$ cat src/rtl/rf_bist_pkg.sv
package rf_bist_pkg;
  localparam int RF_AW     = 5;
  localparam int RF_DW     = 8;
  localparam int HIST_W    = RF_DW - RF_AW;
  localparam int RF_DEPTH  = 1 << RF_AW;
  localparam int LFSR_TAP  = 2;
  localparam int STEP_LAST = RF_DEPTH - 2;

  typedef enum logic [2:0] {
    ST_IDLE, ST_WR, ST_WR0, ST_RD, ST_RD0, ST_FIN
  } bist_st_e;

  function automatic logic [RF_AW-1:0] lfsr_adv(input logic [RF_AW-1:0] s);
    return {s[RF_AW-2:0], s[RF_AW-1] ^ s[LFSR_TAP]};
  endfunction
endpackage

$ cat src/rtl/rf_bist_lfsr.sv
module rf_bist_lfsr
  import rf_bist_pkg::*;
#(
  parameter logic [RF_AW-1:0] SEED = 5'h01,
  parameter int H = 0,
  localparam int OW = RF_AW + H
) (
  input  logic          clk,
  input  logic          rst_n,
  input  logic          load,
  input  logic          step,
  output logic [RF_AW-1:0] state,
  output logic [OW-1:0]    word
);
  logic [RF_AW-1:0] state_q, state_d;

  always_comb begin
    state_d = state_q;
    if (load)      state_d = SEED;
    else if (step) state_d = lfsr_adv(state_q);
  end

  always_ff @(posedge clk or negedge rst_n) begin
    if (!rst_n) state_q <= SEED;
    else        state_q <= state_d;
  end

  assign state = state_q;

  generate
    if (H > 0) begin : g_hist
      logic [H-1:0] hist_q, hist_d;
      always_comb begin
        hist_d = hist_q;
        if (load)      hist_d = '0;
        else if (step) hist_d = H'({hist_q, state_q[RF_AW-1]});
      end
      always_ff @(posedge clk or negedge rst_n) begin
        if (!rst_n) hist_q <= '0;
        else        hist_q <= hist_d;
      end
      assign word = {state_q, hist_q};
    end else begin : g_plain
      assign word = state_q;
    end
  endgenerate
endmodule

$ cat src/rtl/rf_bist_regfile.sv
module rf_bist_regfile
  import rf_bist_pkg::*;
(
  input  logic             clk,
  input  logic             we,
  input  logic [RF_AW-1:0] waddr,
  input  logic [RF_DW-1:0] wdata,
  input  logic [RF_AW-1:0] raddr,
  output logic [RF_DW-1:0] rdata
);
  logic [RF_DW-1:0] mem [RF_DEPTH];

  always_ff @(posedge clk) begin
    if (we) mem[waddr] <= wdata;
  end

  always_ff @(posedge clk) begin
    rdata <= mem[raddr];
  end
endmodule

$ cat src/rtl/rf_bist_ctrl.sv
module rf_bist_ctrl
  import rf_bist_pkg::*;
(
  input  logic clk,
  input  logic rst_n,
  input  logic start,
  input  logic chk_only,
  output logic running,
  output logic accept,
  output logic lfsr_load,
  output logic lfsr_step,
  output logic bist_we,
  output logic use_zero,
  output logic rd_req,
  output logic done
);
  bist_st_e st_q, st_d;
  logic [RF_AW-1:0] cnt_q, cnt_d;
  logic done_q, done_d;
  logic at_last;

  assign at_last = (cnt_q == RF_AW'(STEP_LAST));

  always_comb begin
    st_d = st_q;
    unique case (st_q)
      ST_IDLE: if (start) st_d = chk_only ? ST_RD : ST_WR;
      ST_WR:   if (at_last) st_d = ST_WR0;
      ST_WR0:  st_d = ST_RD;
      ST_RD:   if (at_last) st_d = ST_RD0;
      ST_RD0:  st_d = ST_FIN;
      ST_FIN:  st_d = ST_IDLE;
      default: st_d = ST_IDLE;
    endcase
  end

  assign running   = (st_q != ST_IDLE);
  assign accept    = (st_q == ST_IDLE) && start;
  assign lfsr_load = accept || (st_q == ST_WR0);
  assign lfsr_step = (st_q == ST_WR) || (st_q == ST_RD);
  assign bist_we   = (st_q == ST_WR) || (st_q == ST_WR0);
  assign use_zero  = (st_q == ST_WR0) || (st_q == ST_RD0);
  assign rd_req    = (st_q == ST_RD) || (st_q == ST_RD0);

  always_comb begin
    cnt_d = cnt_q;
    if (lfsr_load)      cnt_d = '0;
    else if (lfsr_step) cnt_d = cnt_q + 1'b1;
  end

  always_comb begin
    done_d = done_q;
    if (accept)               done_d = 1'b0;
    else if (st_q == ST_FIN)  done_d = 1'b1;
  end

  always_ff @(posedge clk or negedge rst_n) begin
    if (!rst_n) begin
      st_q   <= ST_IDLE;
      cnt_q  <= '0;
      done_q <= 1'b0;
    end else begin
      st_q   <= st_d;
      cnt_q  <= cnt_d;
      done_q <= done_d;
    end
  end

  assign done = done_q;
endmodule

$ cat src/rtl/rf_bist_match.sv
module rf_bist_match
  import rf_bist_pkg::*;
#(
  parameter int ERR_W = 4,
  localparam logic [ERR_W-1:0] ERR_MAX = '1
) (
  input  logic             clk,
  input  logic             rst_n,
  input  logic             clear,
  input  logic             chk_req,
  input  logic [RF_DW-1:0] chk_exp,
  input  logic [RF_DW-1:0] rdata,
  output logic             fail,
  output logic [ERR_W-1:0] err_count
);
  logic             vld_q;
  logic [RF_DW-1:0] exp_q, exp_d;
  logic             fail_q, fail_d;
  logic [ERR_W-1:0] err_q, err_d;
  logic             miss;

  assign exp_d = chk_req ? chk_exp : exp_q;
  assign miss  = vld_q && (rdata != exp_q);

  always_comb begin
    fail_d = fail_q;
    err_d  = err_q;
    if (clear) begin
      fail_d = 1'b0;
      err_d  = '0;
    end else if (miss) begin
      fail_d = 1'b1;
      if (err_q != ERR_MAX) err_d = err_q + 1'b1;
    end
  end

  always_ff @(posedge clk or negedge rst_n) begin
    if (!rst_n) begin
      vld_q  <= 1'b0;
      exp_q  <= '0;
      fail_q <= 1'b0;
      err_q  <= '0;
    end else begin
      vld_q  <= chk_req;
      exp_q  <= exp_d;
      fail_q <= fail_d;
      err_q  <= err_d;
    end
  end

  assign fail      = fail_q;
  assign err_count = err_q;
endmodule

$ cat src/rtl/rf_bist_top.sv
module rf_bist_top
  import rf_bist_pkg::*;
#(
  parameter int ERR_W = 4,
  parameter logic [RF_AW-1:0] ADDR_SEED = 5'h01,
  parameter logic [RF_AW-1:0] DATA_SEED = 5'h13,
  parameter logic [RF_DW-1:0] ZERO_PAT  = 8'hA5
) (
  input  logic             clk,
  input  logic             rst_n,
  input  logic             start,
  input  logic             chk_only,
  input  logic             ext_we,
  input  logic [RF_AW-1:0] ext_waddr,
  input  logic [RF_DW-1:0] ext_wdata,
  input  logic [RF_AW-1:0] ext_raddr,
  output logic [RF_DW-1:0] rdata,
  output logic             done,
  output logic             fail,
  output logic [ERR_W-1:0] err_count
);
  logic running, accept, lfsr_load, lfsr_step, bist_we, use_zero, rd_req;
  logic [RF_AW-1:0] a_state, a_word, d_state;
  logic [RF_DW-1:0] d_word;
  logic [RF_AW-1:0] bist_addr;
  logic [RF_DW-1:0] bist_data;
  logic             rf_we;
  logic [RF_AW-1:0] rf_waddr, rf_raddr;
  logic [RF_DW-1:0] rf_wdata;

  rf_bist_ctrl u_ctrl (
    .clk, .rst_n, .start, .chk_only,
    .running, .accept, .lfsr_load, .lfsr_step,
    .bist_we, .use_zero, .rd_req, .done
  );

  rf_bist_lfsr #(.SEED(ADDR_SEED), .H(0)) u_alfsr (
    .clk, .rst_n, .load(lfsr_load), .step(lfsr_step),
    .state(a_state), .word(a_word)
  );

  rf_bist_lfsr #(.SEED(DATA_SEED), .H(HIST_W)) u_dlfsr (
    .clk, .rst_n, .load(lfsr_load), .step(lfsr_step),
    .state(d_state), .word(d_word)
  );

  assign bist_addr = use_zero ? '0 : a_word;
  assign bist_data = use_zero ? ZERO_PAT : d_word;

  assign rf_we    = running ? bist_we   : ext_we;
  assign rf_waddr = running ? bist_addr : ext_waddr;
  assign rf_wdata = running ? bist_data : ext_wdata;
  assign rf_raddr = running ? bist_addr : ext_raddr;

  rf_bist_regfile u_rf (
    .clk, .we(rf_we), .waddr(rf_waddr), .wdata(rf_wdata),
    .raddr(rf_raddr), .rdata
  );

  rf_bist_match #(.ERR_W(ERR_W)) u_match (
    .clk, .rst_n, .clear(accept), .chk_req(rd_req),
    .chk_exp(bist_data), .rdata, .fail, .err_count
  );

  logic unused_dstate;
  assign unused_dstate = ^d_state;
endmodule

$ cat config.mk
export PLATFORM = sky130hd
export DESIGN_NAME = rf_bist_top
export DESIGN_NICKNAME = d
export VERILOG_FILES = /design/src/rtl/rf_bist_pkg.sv /design/src/rtl/rf_bist_lfsr.sv /design/src/rtl/rf_bist_regfile.sv /design/src/rtl/rf_bist_ctrl.sv /design/src/rtl/rf_bist_match.sv /design/src/rtl/rf_bist_top.sv
export SDC_FILE = /design/constraint.sdc
export NUM_CORES = 1
export LEC_CHECK = 0
export ABC_AREA = 0
export BUFFER_PORTS_ARGS = -buffer_cell sky130_fd_sc_hd__buf_2
export CAP_MARGIN = 0
export CORE_MARGIN = 8
export CORE_UTILIZATION = 58
export CTS_CLUSTER_DIAMETER = 100
export CTS_CLUSTER_SIZE = 16
export DETAILED_ROUTE_END_ITERATION = 10
export GPL_ROUTABILITY_DRIVEN = 0
export MAX_ROUTING_LAYER = met4
export PLACE_DENSITY = 0.75
export SLEW_MARGIN = 20
export SYNTH_ARGS = -nofsm -noshare
export SYNTH_HDL_FRONTEND = slang
export SYNTH_SLANG_ARGS = --single-unit
$ cat constraint.sdc
create_clock -name clk -period 3.3 [get_ports clk]
set_input_delay 0.495 -clock clk [delete_from_list [all_inputs] [get_ports clk]]
set_output_delay 0.495 -clock clk [all_outputs]
set_load 0.02 [all_outputs]
---- After elaboration in Yosys (flattened, before gate mapping) ----
Memory sizes are Yosys's and may differ from the RTL's. A register that Yosys moved wholly into a read port is not among the register bits.
Cells that the tools add are included.
storage, ports and cells
  bits in writable memories ............... 256
  memories kept ........................... 1
  output and inout port bits .............. 14
  word-level logic and storage cells ...... 69
  bits in registers ....................... 36
memories
  memory    depth  width  read ports  clocked after Yosys merged registers in  wr ports  line                   RTL
  u_rf.mem  32     8      1           1                                        1         rf_bist_regfile.sv:11  logic [RF_DW-1:0] mem [RF_DEPTH];
cells by class
  $add $sub $neg .......................... 2
  equality and inequality tests ........... 11
  multiplexer cells ....................... 28
  bitwise gates (word level) .............. 2
  reduce and logical (&&, ||, !) cells .... 15
operator list
  cell                 count
  $mux 5               9
  $mux 8               2
  $mux 3               5
  $pmux 3 s5           1
  $mux 4               3
  $ne 8x8->1           1
  $reduce_bool 2->1    4
  $mux 1               7
  $eq 3x2->1 const B   2
  $eq 3x3->1 const B   2
  $add 5x1->5 const B  1
  $eq 5x5->1 const B   1
  $logic_or 1x1->1     5
  $add 4x1->4 const B  1
  $ne 2x1->1 const B   2
  $ne 4x4->1 const B   1
  $eq 3x1->1 const B   1
  $logic_not 3->1      1
  $reduce_and 3->1     1
  $reduce_bool 3->1    1
  $logic_and 1x1->1    2
  $mux 2               1
  $ne 2x2->1 const B   1
  $reduce_and 2->1     1
  $xor 1x1->1          2

---- Logic depth before layout (Yosys ltp) ----
Gate-level depths: netlist (run 1).
  word-level depth ........................ 5
  depth in mapped cells ................... 9

---- Cells and area by module ----
A second synthesis (run 1) with hierarchy kept.
second synthesis, totals
  cell total of the unflattened synthesis .. 629
  area total of the unflattened synthesis .. 12220.5 um2
by module, submodules not included
  module                   cells each  seq. area each (um2)  area an instance (um2)  instances
  rf_bist_regfile          417         7847.5                10053.4                 1
  rf_bist_match            53          350.3                 661.9                   1
  rf_bist_ctrl             58          225.2                 541.8                   1
  rf_bist_lfsr at u_dlfsr  32          203.9                 372.9                   1
  rf_bist_top              46          0.0                   340.3                   1
  rf_bist_lfsr at u_alfsr  23          126.4                 250.2                   1

---- Worst setup path after synthesis (run 1) ----
OpenSTA, ideal clock, no wires.
  path kind ............................... register to register
  start point ............................. register u_ctrl.st_q[1]
  end point ............................... memory u_rf.mem[0][3], data pin
  stages on the path, launching flop included .. 4
  data arrival time ....................... 2.008 ns
  clock period less this slack ............ 2.462 ns
  setup slack ............................. 0.838 ns
  library setup time ...................... 0.454 ns
  required time ........................... 2.846 ns
  path through ............................ dfrtp_1 buf_2 a21oi_1 o21ai_0
on the way
  longest elaborated chain between the ends .. 4
  elaborated cells on any way between the ends .. 6
  classes of those cells .................. eq/ne: 2; mux: 2; reduce/logical: 2
RTL lines
  element                                   line                   RTL
  start: declaration                        rf_bist_ctrl.sv:17     bist_st_e st_q, st_d;
  start signal: assignment                  rf_bist_ctrl.sv:63     st_q <= st_d;
  $eq 3x2->1 or $eq 3x3->1 (tied branches)  rf_bist_ctrl.sv:42     assign use_zero = (st_q == ST_WR0) || (st_q == ST_RD0);
  $logic_or 1x1->1                          rf_bist_ctrl.sv:42
  $mux 8                                    rf_bist_top.sv:48      assign bist_data = use_zero ? ZERO_PAT : d_word;
  $mux 8 (*)                                rf_bist_top.sv:52      assign rf_wdata = running ? bist_data : ext_wdata;
  via rf_wdata[3]                           rf_bist_top.sv:29      logic [RF_DW-1:0] rf_wdata;
  end: declaration                          rf_bist_regfile.sv:11
The timed path passes the listed nets; every way through them passes the cells marked *.

---- Worst setup path after layout (run 1) ----
  start point ............................. register u_ctrl.st_q[2]
  end point ............................... register u_rf.rdata[6] (read register of u_rf.mem)
on the way
  longest elaborated chain between the ends .. 4
  elaborated cells on any way between the ends .. 6
  classes of those cells .................. eq/ne: 2; mux: 2; reduce/logical: 2
RTL lines
  element                                   line                  RTL
  $eq 3x2->1 or $eq 3x3->1 (tied branches)  rf_bist_ctrl.sv:42
  $logic_or 1x1->1                          rf_bist_ctrl.sv:42
  $mux 5                                    rf_bist_top.sv:47     assign bist_addr = use_zero ? '0 : a_word;
  $mux 5 (*)                                rf_bist_top.sv:53     assign rf_raddr = running ? bist_addr : ext_raddr;
  end: declaration                          rf_bist_regfile.sv:9  output logic [RF_DW-1:0] rdata
Every way passes the cells marked *; elsewhere a longest branch is shown, timed or not.
A chain may end at the register's enable or synchronous reset.

==> results of run 1 <==
-- cell usage after synthesis (5+ instances only) --
master / n / share of area
sky130_fd_sc_hd__edfxtp_1: 256 / 0.63
sky130_fd_sc_hd__nand2_1: 232 / 0.071
sky130_fd_sc_hd__a21oi_1: 90 / 0.037
sky130_fd_sc_hd__a32oi_1: 56 / 0.040
sky130_fd_sc_hd__nor2_1: 51 / 0.016
sky130_fd_sc_hd__nand3_1: 40 / 0.016
sky130_fd_sc_hd__o22ai_1: 34 / 0.017
sky130_fd_sc_hd__dfrtp_1: 32 / 0.066
sky130_fd_sc_hd__clkbuf_1: 24 / 0.0074
sky130_fd_sc_hd__buf_2: 20 / 0.0082
sky130_fd_sc_hd__xor2_1: 14 / 0.010
sky130_fd_sc_hd__a22o_1: 9 / 0.0065
sky130_fd_sc_hd__buf_1: 8 / 0.0025
sky130_fd_sc_hd__dfxtp_1: 8 / 0.013
sky130_fd_sc_hd__nor4_2: 8 / 0.0082
sky130_fd_sc_hd__inv_1: 7 / 0.0022
sky130_fd_sc_hd__o21ai_0: 7 / 0.0029
sky130_fd_sc_hd__a22oi_1: 5 / 0.0031
-- cell type report --
class                   count  share of cell area
clock buffers              39             0.04829
inverters                   7            0.001932
multi-input cells         592              0.2348
flip-flops and latches    300              0.6435
well taps                 275             0.02529
repair buffers             89             0.04617
-- sequential cells by signal (all words and copies together), names as in the netlist --
name,cells
u_rf.mem,256
u_match.exp_q,8
u_rf.rdata,8
u_alfsr.state,5
u_ctrl.cnt_q,5
u_dlfsr.state,5
u_match.err_count,4
u_ctrl.st_q,3
u_dlfsr.g_hist.hist_q,3
u_ctrl.done,1
u_match.fail,1
u_match.vld_q,1
-- worst max-delay path: stages, from the launching register on --
cell and delay, ns:
sky130_fd_sc_hd__dfrtp_1 0.64, sky130_fd_sc_hd__a21o_1 0.57, sky130_fd_sc_hd__a22o_4 0.46, sky130_fd_sc_hd__buf_4 0.30, sky130_fd_sc_hd__a21oi_1 0.06, sky130_fd_sc_hd__a32oi_1 0.31, sky130_fd_sc_hd__o22ai_1 0.14, sky130_fd_sc_hd__nor4_2 0.30
-- cells by family (layout without fill, tap and decap cells) --
kind of cell / Yosys count / after routing / synth area share
muxes: 1 / 1 / 0.0008200
xor gates and xnor gates: 16 / 16 / 0.01148
adders and majority gates: 3 / 3 / 0.003075
buffers and inverters: 65 / 135 / 0.02450
and+or+nand+nor: 349 / 349 / 0.1215
AOI/OAI and AO/OA: 223 / 223 / 0.1216
DFF: 300 / 300 / 0.7171
-- where the power goes --
group | switching, uW | total, uW | internal (uW)
registers | 400 | 5710 | 5310
clock network | 1220 | 2570 | 1350
logic | 4020 | 5800 | 1780
total | 5640 | 14100 | 8440
-- layer usage --
layer  part of all wire  GRT usage  vias to the layer above
met3              0.086    0.02876                       63
met5                  0          -                        -
met1               0.40     0.3135                     4093
li1                   -          -                     3683
met2               0.48     0.3747                      455
met4              0.025    0.06061                        0
-- worst max path at each step --
stage                               start                        to  slack (ns)  cells past startpoint
2_1_floorplan  u_ctrl.st_q[1]$_DFFE_PN0P_  u_rf.mem[0][3]$_DFFE_PP_        0.84                      3
3_5_place_dp   u_ctrl.st_q[2]$_DFFE_PN0P_     u_rf.rdata[6]$_DFF_P_        0.43                      7
3_3_place_gp   u_ctrl.st_q[0]$_DFFE_PN0P_     u_rf.rdata[6]$_DFF_P_        0.53                      7
6_report       u_ctrl.st_q[2]$_DFFE_PN0P_     u_rf.rdata[6]$_DFF_P_        0.42                      7
5_1_grt        u_ctrl.st_q[2]$_DFFE_PN0P_     u_rf.rdata[1]$_DFF_P_        0.25                      7
4_1_cts        u_ctrl.st_q[2]$_DFFE_PN0P_     u_rf.rdata[6]$_DFF_P_        0.40                      7
-- per-stage QoR --
step / std cells / power, uW / utilization
4_1_cts: 1302 / 14050 / 0.6533
3_3_place_gp: 1263 / 11320 / 0.6217
2_1_floorplan: 957 / 9517 / -
5_1_grt: 1302 / 14760 / 0.6533
3_5_place_dp: 1263 / 11500 / 0.6217
6_report: 1302 / 14080 / 0.6533
==> summary.md, run 1 <==
| Metric | Value |
|---|---|
| Clock transition time at the flip-flop clock pins of the worst setup and hold paths | 0.08 ns |
| Fmax achieved | 0.3471 GHz |
| Root Buffer | sky130_fd_sc_hd__clkbuf_16 |
| Worst ir drop on vdd | 679.1 uV |
| Overall die width | 161.1 microns |
| Resized Gates After CTS | 0 |
| Post-DRT Antenna Nets | 0 |
| Max-cap violations | 0 |
| Sequential share of the synthesized area | 0.7171 |
| Count of fill cells added during filler insertion | 1508 |
| Sequential cell area | 8753 sq um |
| HPWL Detailed | 18790 microns |
| Global route total overflow | 0 |
| Worst rel slew slack | 0.4637 |
| Cell area after layout | 13600 sq um |
| Pin count of the biggest net entering global routing | 102 |
| Path type of the worst setup path | reg2reg |
| Chip height | 161.1 microns |
| Hold bufs inserted after CTS | 0 |
| CTS HTree Levels | 1 |
| Wire length of the first global-routing pass | 46040 microns |
| Total standard cell area after synthesis | 12210 sq um |
| Input/output buffers | 36 |
| Via count of the first global-routing pass | 7865 |
| Post-Syn Nets | ~980 |
| Total placed instance area | between 10000 and 15000 sq um |
| Top flip-flop cell by instance count after synthesis | sky130_fd_sc_hd__edfxtp_1 |
| WL per Instance | about 23 microns |
| Fraction of final layout cells with drive strength greater than 1 | 0.1295 |
| Final Cycle Share | 0.8731 |
| Floorplan row count | 53 |
| Synthesized area per cell | about 13 sq um |
| # DRC | 0 |
| CTS tree | yes |
| Count of flip-flops with a built-in enable after synthesis | 256 |
| Number of antenna violations at the first check in global routing | 0 |
| Run status | finished clean |
| Ratio of total power to cell area | just over 1000 nW/um^2 |
| Number of storage elements in the synthesis netlist | 300 |
| Post-CTS setup buffer count | 0 |
| Most common cell after layout, fill and taps aside | sky130_fd_sc_hd__edfxtp_1 |
| Setup tns final | 0 ns |
| Slew at the pin closest to its max-slew limit | 0.8045 ns |
| Distinct cell type count of the synthesized netlist | 48 |
| Cell count after synthesis | around 960 |
| Depth of the worst register-to-register path | 7 |
| Initial DRC count | around 1100 |
| Worst hold margin | 0.07432 ns |
| Number of setup violations in the final report | 0 |
| Static leakage | 0.004711 uW |
| Signed area change from the synthesized netlist to the final layout | 11.44% |
| CP startpoint kind | register |
| R2R setup slack | 0.42 ns |
| Total number of yosys warnings | 0 |
| Clock sinks | 300 |
| Multi-input gate area | 3194 sq um |
| Maximum fanout encountered on the critical timing path | 26 |
| Number of max-slew violations in the final report | 0 |
| Commonest cells after routing, fill and taps aside | 256 x sky130_fd_sc_hd__edfxtp_1, 232 x sky130_fd_sc_hd__nand2_1, 90 x sky130_fd_sc_hd__a21oi_1, 56 x sky130_fd_sc_hd__a32oi_1, 51 x sky130_fd_sc_hd__nor2_1 |
| Die area | between 20000 and 30000 sq um |
| Latest clock arrival within the worst-skew pair | 0.51 ns |
| FFs w/ async S/R, synth | 0.1200 |
| Routed via count divided by cell count | ~6.4 |
| Reg-to-reg critical path startpoint | u_ctrl.st_q[2]$_DFFE_PN0P_ |
| Worst path required time | around 3.7 ns |
| CTS Buf Count | 22 |
| Clock tree skew after final layout | 0.01408 ns |
| RSZ-0062 raised after global routing | false |
| Pre-CTS worst setup slack | 0.4311 ns |
| WP data arrival | around 3.3 ns |
| Floorplan core area | between 20000 and 25000 sq um |
| Final Hold Violating Endpoints | 0 |
| Crit Reg-Reg Endpoint | u_rf.rdata[6]$_DFF_P_ |
| Fin nets | ~1000 |
| Diodes inserted | 0 |
| Overall Global Routing Usage | 0.2332 |
| Final min period | 2.881 ns |
| First drt pass iteration count | 6 |
| Effective utilization at floorplan | 0.5862 |
| Type of the worst min-delay path | in2async |
| Maximum number of buffers from clock root to sink | 3 |
| Least setup slack across all paths after layout | 0.4187 ns |
| Post-Route WL | 29990 microns |
| Crit end category | register |
| Number of ports placed on the die boundary | 37 |
| Number of vias in the routed layout | between 8000 and 9000 |
(Power assumes the default switching activity.)
==> inputs of run 2 (changes only) <==
--- a/config.mk
+++ b/config.mk
@@ -8,7 +8,8 @@
 export ABC_AREA = 0
 export BUFFER_PORTS_ARGS = -buffer_cell sky130_fd_sc_hd__buf_2
 export CAP_MARGIN = 0
-export CORE_MARGIN = 8
+export CORE_ASPECT_RATIO = 0.8
+export CORE_MARGIN = 1.5
 export CORE_UTILIZATION = 58
 export CTS_CLUSTER_DIAMETER = 100
 export CTS_CLUSTER_SIZE = 16
==> run 2 against run 1 <==
Final cell count fell by 0.23%. First-iteration DRC count is 1.7% higher. Wire length barely moved. Sequential power about the same. Sequential cell count did not move. Non-clock buffer count is 2 higher. Utilization grew 0.72 points. Power is 1.9% higher. Hold slack improved by 0.017 ns. Register-to-register slack got worse by 0.14 ns.
==> summary.md, run 2 (synthesized netlist as in run 1, its figures left out) <==
| Metric | Value |
|---|---|
| Run status | finished clean |
| Sequential cell area | 8753 sq um |
| Combinational fraction of design power | 0.419 |
| Cell type of the slowest stage on the worst timing path | sky130_fd_sc_hd__a21boi_4 |
| CP startpoint kind | register |
| Commonest cells after routing, fill and taps aside | 256 x sky130_fd_sc_hd__edfxtp_1, 232 x sky130_fd_sc_hd__nand2_1, 90 x sky130_fd_sc_hd__a21oi_1, 56 x sky130_fd_sc_hd__a32oi_1 |
| Number of antenna violations at the first check in global routing | 0 |
| Root Buffer | sky130_fd_sc_hd__clkbuf_16 |
| Met3 track demand over resource | 0.07241 |
| Worst rel slew slack | 0.4362 |
| RSZ-0062 raised after global routing | false |
| Ratio of total power to cell area | 1053 nW/um^2 |
| Most common cell after layout, fill and taps aside | sky130_fd_sc_hd__edfxtp_1 |
| Met1 Usage GRT | 0.4237 |
| Final Cycle Share | 0.9145 |
| Static leakage | 0.004724 uW |
| Slew at the pin closest to its max-slew limit | 0.8457 ns |
| Path type of the worst setup path | reg2reg |
| Crit end category | register |
| WL per Instance | 23.09 microns |
| CTS HTree Levels | 1 |
| DP Cell Count | between 1000 and 1500 |
| Via count of the first global-routing pass | 7761 |
| Number of max-slew violations in the final report | 0 |
| Fmax achieved | about 0.33 GHz |
| Clock transition time at the flip-flop clock pins of the worst setup and hold paths | approximately 0.070 ns |
| Final Hold Violating Endpoints | 0 |
| Clock sinks | 300 |
| Signed area change from the synthesized netlist to the final layout | 11.69% |
| Cell-internal power | 8603 uW |
| Die area | ~22000 sq um |
| Effective utilization at floorplan | 0.5914 |
| Worst path required time | 3.74 ns |
| Wire length of the first global-routing pass | approximately 45000 microns |
| Grt met2 use | 0.3984 |
| Switching power summed over all nets | 5748 uW |
| Largest incremental delay on the critical path | 0.66 ns |
| Net Sw Frac | 0.4005 |
| Initial DRC count | between 1000 and 1500 |
| Pin count of the biggest net entering global routing | 95 |
| CTS Buf Count | 22 |
| Combined buffer and inverter count along the critical path | 1 |
| Diodes inserted | 0 |
| Number of ports placed on the die boundary | 37 |
| Total design power | 14350 uW |
| Global route total overflow | 0 |
| Floorplan row count | 47 |
| CTS tree | yes |
| Maximum fanout encountered on the critical timing path | 21 |
| Worst ir drop on vdd | 625.8 uV |
| R2R setup slack | 0.28 ns |
| Overall die width | around 170 microns |
| Type of the worst min-delay path | in2async |
| Routed via count divided by cell count | 6.309 |
| Overall Global Routing Usage | 0.2892 |
| Post-DRT Antenna Nets | 0 |
| Top Registers | u_rf.mem: 256 flops, u_match.exp_q: 8 flops, u_rf.rdata: 8 flops |
| HPWL Detailed | 19250 microns |
| First drt pass iteration count | 5 |
| GR peak layer | met1 |
| Clock tree skew after final layout | 0.02327 ns |
| Chip height | 132.8 microns |
| Number of setup violations in the final report | 0 |
| Fin nets | 1040 |
| Power share of the clock group | 0.181 |
| Count of fill cells added during filler insertion | 1445 |
| Multi-input gate area | 3201 sq um |
| Fraction of final layout cells with drive strength greater than 1 | 0.1301 |
| Number of vias in the routed layout | 8196 |
| Latest clock arrival within the worst-skew pair | between 0.5 and 0.6 ns |
| Post-Route WL | 30000 microns |
| Max FFs per register | 256 |
| Resized Gates After CTS | 0 |
| Post-CTS setup buffer count | 0 |
| Maximum number of buffers from clock root to sink | 3 |
| Max-cap violations | 0 |
| Dominant delay contributor by cell family on the critical path | compound AO/OA/AOI/OAI gates |
| Count of non-filler cells in the finished layout | 1299 |
| Series of cell instances along the critical path | a21o_1, a21boi_4, buf_4, a21oi_1, a32oi_1, o22ai_1, nor4_2 |
| Floorplan core area | 20640 sq um |
| Setup tns final | 0 ns |
| Input/output buffers | 36 |
| # DRC | 0 |
| Final min period | 3.018 ns |
| WP data arrival | 3.45 ns |
| Most flop-heavy register | u_rf.mem |
| Hold bufs inserted after CTS | 0 |
| Part of the total power dissipated in sequential elements | 0.400 |
## run 2: cell types whose count changed in the layout (fill, tap and decap cells not counted), sizes merged
cell / delta
buf: +2
bufinv: +1
## run 2: power groups by stage
stage          Combinational [uW]  Sequential [uW]  Clock [uW]
2_1_floorplan                3790             5730           0
3_3_place_gp                 5700             5790           0
3_5_place_dp                 5840             5800           0
4_1_cts                      5870             5730        2630
5_1_grt                      6490             5780        2750
6_report                     6010             5740        2600
## run 2: layer usage
layer  vias to the layer above  share of wire
met2                       457           0.44
li1                       3687              -
met4                         0          0.035
met1                      3981           0.42
met5                         -              0
met3                        71           0.11
## run 2: worst paths after layout
kind                                            start                              endpoint  cells after the start
setup / recovery           u_ctrl.st_q[2]$_DFFE_PN0P_                 u_rf.rdata[3]$_DFF_P_                      7
hold / removal                                  rst_n  u_dlfsr.g_hist.hist_q[1]$_DFFE_PN0P_                      1
setup reg to reg           u_ctrl.st_q[2]$_DFFE_PN0P_                 u_rf.rdata[3]$_DFF_P_                      7
hold reg to reg              u_match.fail$_DFFE_PN0P_              u_match.fail$_DFFE_PN0P_                      2
max in group asynchronous                       rst_n          u_dlfsr.state[3]$_DFFE_PN0P_                      1
min in group clk                                start              u_match.fail$_DFFE_PN0P_                      2
## run 2: layout make-up
type | instances | area share
repair buffers | 91 | 0.04772
clock inverters | 1 | 0.002203
multi-input cells | 592 | 0.2348
well taps | 269 | 0.02469
flip-flops and latches | 300 | 0.6421
clock buffers | 39 | 0.04662
inverters | 7 | 0.001927
## run 2: per-stage QoR
| step | setup slack, ns | cell area (sq um) | hold slack, ns | util |
|---|---|---|---|---|
| after floorplan | 0.8377 | 12210 | 0.1994 | - |
| after global placement | 0.4343 | 12940 | 0.5037 | 0.6269 |
| after detailed placement | 0.3528 | 12940 | 0.5152 | 0.6269 |
| after CTS | 0.3399 | 13610 | 0.09254 | 0.6592 |
| after global routing | 0.1257 | 13630 | 0.1608 | 0.6605 |
| final | 0.2823 | 13630 | 0.09139 | 0.6605 |
